File: config.mk
export PLATFORM = sky130hd
export DESIGN_NAME = i2c_unstick_seq
export DESIGN_NICKNAME = d
export VERILOG_FILES = /design/src/rtl/i2c_unstick_pkg.sv /design/src/rtl/i2c_span_timer.sv /design/src/rtl/i2c_flush_counter.sv /design/src/rtl/i2c_unstick_fsm.sv /design/src/rtl/i2c_unstick_seq.sv
export SDC_FILE = /design/constraint.sdc
export NUM_CORES = 1
export LEC_CHECK = 0
export BUFFER_PORTS_ARGS = -buffer_cell sky130_fd_sc_hd__buf_2
export CORE_MARGIN = 2
export CORE_UTILIZATION = 35
export CTS_CLUSTER_SIZE = 24
export DETAILED_ROUTE_END_ITERATION = 10
export SLEW_MARGIN = 0
export SYNTH_ARGS = -nofsm -noshare
export SYNTH_HDL_FRONTEND = slang
export SYNTH_HIERARCHICAL = 1
export SYNTH_SLANG_ARGS = --single-unit
File: constraint.sdc
create_clock -name clk -period 2.75 [get_ports clk]
set_input_delay 0.275 -clock clk [delete_from_list [all_inputs] [get_ports clk]]
set_output_delay 0.275 -clock clk [all_outputs]
set_load 0.02 [all_outputs]
File: src/rtl/i2c_unstick_pkg.sv
// Shared types for the I2C bus recovery sequencer.
package i2c_unstick_pkg;

    // Sequencer states; the flush and stop phases are visited in declaration order.
    typedef enum logic [2:0] {
        ST_IDLE     = 3'd0,
        ST_FREE_CHK = 3'd1,
        ST_FLUSH_LO = 3'd2,
        ST_FLUSH_HI = 3'd3,
        ST_GAP      = 3'd4,
        ST_STOP_SET = 3'd5,
        ST_STOP_CLK = 3'd6,
        ST_STOP_REL = 3'd7
    } unstick_state_t;

endpackage

File: src/rtl/i2c_span_timer.sv
// Microsecond-based span timer.
// A clock prescaler makes a one-microsecond step and a second counter counts
// steps. 'expired' is high for one cycle on the last cycle of a span of
// SPAN_US*CLKS_PER_US cycles, counted from the edge at which clr was high.
// The timer then wraps and starts a new span.
// Assumes CLKS_PER_US >= 1 and SPAN_US >= 1.
module i2c_span_timer #(
    parameter int CLKS_PER_US = 125,
    parameter int SPAN_US     = 5
) (
    input  logic clk,
    input  logic rst_n,
    input  logic clr,
    output logic expired
);
    localparam int CLK_W = (CLKS_PER_US > 1) ? $clog2(CLKS_PER_US) : 1;
    localparam int US_W  = (SPAN_US > 1) ? $clog2(SPAN_US) : 1;
    localparam logic [CLK_W-1:0] CLK_LAST = CLK_W'(CLKS_PER_US - 1);
    localparam logic [US_W-1:0]  US_LAST  = US_W'(SPAN_US - 1);

    logic [CLK_W-1:0] clk_cnt;
    logic [US_W-1:0]  us_cnt;
    logic             us_step;

    assign us_step = (clk_cnt == CLK_LAST);
    assign expired = us_step && (us_cnt == US_LAST);

    // Advance the prescaler and the microsecond count; restart on clr.
    always_ff @(posedge clk) begin
        if (!rst_n || clr) begin
            clk_cnt <= '0;
            us_cnt  <= '0;
        end else if (us_step) begin
            clk_cnt <= '0;
            us_cnt  <= expired ? '0 : us_cnt + 1'b1;
        end else begin
            clk_cnt <= clk_cnt + 1'b1;
        end
    end

    // the microsecond count never runs past the span
    p_us_range_r1: assert property (@(posedge clk) disable iff (!rst_n)
        us_cnt <= US_LAST);

endmodule

File: src/rtl/i2c_flush_counter.sv
// Counts the completed SCL pulses of the flush train.
// 'last' is high while the count equals PULSES-1, so it is high during the
// final released-SCL phase. Assumes PULSES >= 1.
module i2c_flush_counter #(
    parameter int PULSES = 9
) (
    input  logic clk,
    input  logic rst_n,
    input  logic clr,
    input  logic inc,
    output logic last
);
    localparam int CNT_W = (PULSES > 1) ? $clog2(PULSES) : 1;
    localparam logic [CNT_W-1:0] CNT_LAST = CNT_W'(PULSES - 1);

    logic [CNT_W-1:0] cnt;

    assign last = (cnt == CNT_LAST);

    // Hold the pulse count; cleared between sequences.
    always_ff @(posedge clk) begin
        if (!rst_n || clr) begin
            cnt <= '0;
        end else if (inc && !last) begin
            cnt <= cnt + 1'b1;
        end
    end

    // the pulse count stays within the configured train length
    p_pulse_cap_r1: assert property (@(posedge clk) disable iff (!rst_n)
        cnt <= CNT_LAST);

endmodule

File: src/rtl/i2c_unstick_fsm.sv
// Phase sequencer for bus recovery.
// Walks through: bus-free check, flush pulses, gap, three stop phases.
// It registers the line enables and busy from the next state, so they change
// in the same cycle as the state. It assumes the timers are restarted through
// the clear outputs it drives, and that sda_in is synchronous to clk.
module i2c_unstick_fsm
    import i2c_unstick_pkg::*;
(
    input  logic clk,
    input  logic rst_n,
    input  logic start,
    input  logic sda_in,
    input  logic phase_exp,
    input  logic free_exp,
    input  logic flush_last,
    output logic phase_clr,
    output logic free_clr,
    output logic flush_clr,
    output logic flush_inc,
    output logic scl_oe,
    output logic sda_oe,
    output logic busy,
    output logic done,
    output logic fail
);
    unstick_state_t st, nxt;

    // Choose the next phase from the current one and the timer events.
    always_comb begin
        nxt = st;
        unique case (st)
            ST_IDLE:     if (start) nxt = ST_FREE_CHK;
            ST_FREE_CHK: begin
                if (sda_in)        nxt = ST_IDLE;
                else if (free_exp) nxt = ST_FLUSH_LO;
            end
            ST_FLUSH_LO: if (phase_exp) nxt = ST_FLUSH_HI;
            ST_FLUSH_HI: if (phase_exp) nxt = flush_last ? ST_GAP : ST_FLUSH_LO;
            ST_GAP:      if (phase_exp) nxt = ST_STOP_SET;
            ST_STOP_SET: if (phase_exp) nxt = ST_STOP_CLK;
            ST_STOP_CLK: if (phase_exp) nxt = ST_STOP_REL;
            ST_STOP_REL: if (phase_exp) nxt = ST_IDLE;
            default:     nxt = ST_IDLE;
        endcase
    end

    // Timer and counter control derived from the phase change.
    assign phase_clr = (nxt != st);
    assign free_clr  = (st != ST_FREE_CHK);
    assign flush_clr = (st == ST_IDLE);
    assign flush_inc = (st == ST_FLUSH_HI) && phase_exp;

    // Register the state together with the pad enables and busy.
    always_ff @(posedge clk) begin
        if (!rst_n) begin
            st     <= ST_IDLE;
            scl_oe <= 1'b0;
            sda_oe <= 1'b0;
            busy   <= 1'b0;
        end else begin
            st     <= nxt;
            scl_oe <= (nxt == ST_FLUSH_LO) || (nxt == ST_GAP) || (nxt == ST_STOP_SET);
            sda_oe <= (nxt == ST_STOP_SET) || (nxt == ST_STOP_CLK);
            busy   <= (nxt != ST_IDLE);
        end
    end

    // Latch the outcome; hold it until the next accepted start.
    always_ff @(posedge clk) begin
        if (!rst_n) begin
            done <= 1'b0;
            fail <= 1'b0;
        end else if (st == ST_IDLE && start) begin
            done <= 1'b0;
            fail <= 1'b0;
        end else if (st == ST_FREE_CHK && sda_in) begin
            done <= 1'b1;
            fail <= 1'b0;
        end else if (st == ST_STOP_REL && phase_exp) begin
            done <= 1'b1;
            fail <= !sda_in;
        end
    end

    // SDA stays released throughout the pulse train
    p_flush_sda_free_r2: assert property (@(posedge clk) disable iff (!rst_n)
        (st == ST_FLUSH_LO || st == ST_FLUSH_HI) |-> !sda_oe);

    // a failure is only reported together with completion
    p_fail_with_done_r5: assert property (@(posedge clk) disable iff (!rst_n)
        fail |-> done);

    // completion is never flagged while a sequence is running
    p_done_not_busy_r8: assert property (@(posedge clk) disable iff (!rst_n)
        done |-> !busy);

endmodule

File: src/rtl/i2c_unstick_seq.sv
// I2C bus recovery sequencer, top level.
// It joins the phase sequencer, a per-phase timer, the bus-free window timer
// and the flush pulse counter. The outputs are open-drain enables: 1 pulls the
// line low. It assumes sda_in is synchronised and that no other master drives
// the bus during recovery.
module i2c_unstick_seq #(
    parameter int CLKS_PER_US  = 125,
    parameter int PHASE_US     = 5,
    parameter int FLUSH_PULSES = 9,
    parameter int FREE_WAIT_US = 2000
) (
    input  logic clk,
    input  logic rst_n,
    input  logic start,
    input  logic sda_in,
    output logic scl_oe,
    output logic sda_oe,
    output logic busy,
    output logic done,
    output logic fail
);
    logic phase_clr, phase_exp;
    logic free_clr, free_exp;
    logic flush_clr, flush_inc, flush_last;

    i2c_unstick_fsm u_fsm (
        .clk        (clk),
        .rst_n      (rst_n),
        .start      (start),
        .sda_in     (sda_in),
        .phase_exp  (phase_exp),
        .free_exp   (free_exp),
        .flush_last (flush_last),
        .phase_clr  (phase_clr),
        .free_clr   (free_clr),
        .flush_clr  (flush_clr),
        .flush_inc  (flush_inc),
        .scl_oe     (scl_oe),
        .sda_oe     (sda_oe),
        .busy       (busy),
        .done       (done),
        .fail       (fail)
    );

    i2c_span_timer #(.CLKS_PER_US(CLKS_PER_US), .SPAN_US(PHASE_US)) u_phase_tmr (
        .clk     (clk),
        .rst_n   (rst_n),
        .clr     (phase_clr),
        .expired (phase_exp)
    );

    i2c_span_timer #(.CLKS_PER_US(CLKS_PER_US), .SPAN_US(FREE_WAIT_US)) u_free_tmr (
        .clk     (clk),
        .rst_n   (rst_n),
        .clr     (free_clr),
        .expired (free_exp)
    );

    i2c_flush_counter #(.PULSES(FLUSH_PULSES)) u_flush_cnt (
        .clk   (clk),
        .rst_n (rst_n),
        .clr   (flush_clr),
        .inc   (flush_inc),
        .last  (flush_last)
    );

    // SDA is pulled low only while SCL is already held low
    p_stop_setup_r4: assert property (@(posedge clk) disable iff (!rst_n)
        $rose(sda_oe) |-> scl_oe);

    // SDA is let go only while SCL is released, forming the stop
    p_stop_release_r4: assert property (@(posedge clk) disable iff (!rst_n)
        $fell(sda_oe) |-> !scl_oe);

    // an idle block leaves both lines released
    p_idle_lines_r9: assert property (@(posedge clk) disable iff (!rst_n)
        !busy |-> (!scl_oe && !sda_oe));

endmodule

==> key figures <==
Final layout
  – Antenna Cells: 0
  – Layout cell share with drive strength beyond 1: 0.146
  – Final #Nets: 259
  – Synth-to-layout area growth: 9.29%

Logic synthesis
  – Warnings, synthesis: 6
  – Count leader, synth: dfxtp_1
  – Sequential-to-total area share from yosys stat: 0.397
  – Ys flop type: dfxtp_1
  – Yosys cell types: 48
  – Post-Syn Area: 2020 µm²
  – Number of synthesized flops with an enable pin: 0
  – Post-synth ARST share: 0
  – Share of the synthesized area in the top cell type: 0.397
  – Commonest cells in the netlist: dfxtp_1 (40), nor2_1 (27), nand2_1 (22), inv_1 (16), nand3_1 (16)
  – Avg Cell Area, Syn: 8.52 µm²
  – Top post-synthesis cells by area: dfxtp_1 (40%), ha_1 (5.6%), xnor2_1 (5.2%)
  – Largest area contributor in the netlist: dfxtp_1
  – Post-synthesis register bit count: 40
  – Post-synth net total: 250
  – Syn Inst Count: 237

Detailed routing
  – Total number of vias: 1596
  – Antenna-violating nets left: 0
  – Sum of routed wire length over all layers: 3.63 mm
  – WL per Instance: 11.4 µm
  – Vias/cell: 5.00
  – Drt first pass iters: 4
  – DRC Markers: 0
  – Initial DRC Count: 120

Worst hold path
  – Hold depth: 2
  – Hold Crit Class: in -> reg

Critical path
  – Worst setup EP type: register
  – Startpoint Class: register
  – Worst Path Arrival: 2.42 ns
  – Critical path required time: 2.96 ns
  – Max Fanout on Critical Path: 4
  – Reg2reg path depth: 11
  – Crit Path Category: reg -> reg

STA
  – Final setup violation count: 0
  – Worst rel slew slack: 0.572
  – Clk_skew: 0.00183 ns
  – Unrepaired setup endpoints after global routing: false
  – Max-slew violations: 0
  – Final Cycle Share: 0.805
  – Hold Violations, Final: 0
  – Setup TNS: 0 ns
  – Final min period: 2.21 ns
  – Worst Tran Pin Value: 0.638 ns
  – Highest clock rate: 452 MHz

Floorplan
  – Total die area: 6390 µm²
  – # IOs: 9
  – Initial Utilization: 0.364
  – Core footprint: 5540 µm²
  – Row cnt: 27
  – Die W: 80.0 µm
  – DIE HEIGHT: 80.0 µm

Power and ir drop
  – Power Total: 1040 µW
  – Worst vdd ir: 0.000267 V
  – Int Power: 799 µW
  – Reg power frac: 0.570
  – Net Switching: 236 µW
  – Power Dens Cells: 469 nW/µm²
  – Switching part of the total: 0.228
  – Leak pwr: 0.000737 µW
  – Comb power frac: 0.041
  – Clock power share: 0.390

CTS
  – Setup bufs post-CTS: 0
  – Clk slew on worst S/H paths: 0.08 ns
  – TritonCTS clock tree: done
  – CTS max path bufs: 2
  – Hold Buf Count CTS: 0
  – TritonCTS Buffers: 5
  – Clock Latency Late Sink: 0.29 ns
  – Post_cts resized: 0
  – Htree depth: 2
  – Root Driver: clkbuf_8
  – # clock sinks: 40

GRT
  – Congestion Overflow GR: 0
  – Number of global-route vias before repair: 1419
  – Antenna violations before repair: 0
  – Largest net degree at the start of global routing: 13
  – Total GRT Usage: 0.128
  – First-pass GRT wire length: 6.53 mm

Placed design
  – IO buf count: 8
  – Post-DP HPWL: 2.65 mm
  – Routability cong.: 0.823

Status
  – Status: completed

Run
  – Max cap viols: 0
-- metrics by stage --
stage | hold slack [ns] | instances | area [µm²] | setup WS (ns) | utilization
floorplan | 0.380 | 237 | 2020 | 0.632 | -
global placement | 0.441 | 311 | 2110 | 0.621 | 0.382
detailed placement | 0.456 | 311 | 2110 | 0.537 | 0.382
CTS | 0.247 | 319 | 2210 | 0.516 | 0.398
global route | 0.256 | 319 | 2210 | 0.259 | 0.398
finish | 0.251 | 319 | 2210 | 0.537 | 0.398
-- area by class of cell --
type	instances	area (µm²)
fillers	597	3330
multi-input cells	172	1100
flip-flops and latches	40	801
well taps	72	90.1
clock buffers	6	82.6
inverters	17	63.8
repair buffers	10	55.1
clock inverters	2	10.0
-- worst paths after layout --
check,start,to,slack (ns)
worst max-delay path,u_free_tmr/clk_cnt[0]$_SDFF_PP0_,u_fsm/scl_oe$_SDFF_PN0_,0.54
worst min register to register,u_free_tmr/clk_cnt[0]$_SDFF_PP0_,u_free_tmr/clk_cnt[0]$_SDFF_PP0_,0.47
worst max register to register,u_free_tmr/clk_cnt[0]$_SDFF_PP0_,u_fsm/scl_oe$_SDFF_PN0_,0.54
worst min-delay path,sda_in,u_fsm/fail$_SDFFE_PP0P_,0.25
-- cell usage in the layout (no fill, tap or decap), drive strengths merged, types with 8 or more instances in the layout --
| cell | count |
|---|---|
| buf | 10 |
| dfxtp | 40 |
| o21ai | 15 |
| nand2 | 23 |
| nand3 | 16 |
| nor2 | 29 |
| nand4 | 8 |
| xnor2 | 12 |
| a21oi | 8 |
| inv | 17 |
| ha | 9 |
-- sequential cells by signal, indices dropped and copies added, names as in the netlist --
register / flops
u_fsm/done: 1
u_phase_tmr/clk_cnt: 7
u_flush_cnt/cnt: 4
u_phase_tmr/us_cnt: 3
u_free_tmr/us_cnt: 11
u_fsm/sda_oe: 1
u_fsm/st: 3
u_fsm/fail: 1
u_free_tmr/clk_cnt: 7
u_fsm/busy: 1
u_fsm/scl_oe: 1
-- kinds of logic after synthesis --
logic type | share of synthesized area
AO/OA/AOI/OAI | 0.128
adder cells (fa/ha/maj) | 0.0558
multiplexers | 0.0124
buffers and inverters | 0.0564
XOR/XNOR | 0.0737
flip-flops | 0.397
AND/OR/NAND/NOR | 0.278
-- critical path, stage by stage (launching register included) --
cell      delay (ns)
dfxtp_1         0.34
inv_1           0.07
ha_1            0.13
nand4_1         0.11
nor2_1          0.19
nand2_1         0.09
nor4_1          0.39
nor3b_2         0.23
a21oi_1         0.07
o21ai_2         0.20
nand2_1         0.10
a221oi_2        0.22
-- power groups by stage --
| stage | sequential [µW] | clock [µW] | combinational (µW) |
|---|---|---|---|
| after CTS | 590 | 421 | 43.0 |
| after global placement | 604 | 0 | 42.8 |
| final | 590 | 404 | 42.1 |
| after global routing | 592 | 446 | 48.8 |
| after detailed placement | 604 | 0 | 42.8 |
| after floorplan | 603 | 0 | 32.5 |
-- metal layers --
metal / track usage / vias to the layer above / wire length [µm] / part of all wire
li1: - / 829 / - / -
met1: 0.178 / 731 / 1790 / 0.49
met2: 0.189 / 30 / 1620 / 0.45
met3: 0.0283 / 6 / 141 / 0.039
met4: 0.0559 / 0 / 70 / 0.019
met5: 0 / - / 0 / 0
(Power assumes the default switching activity.)
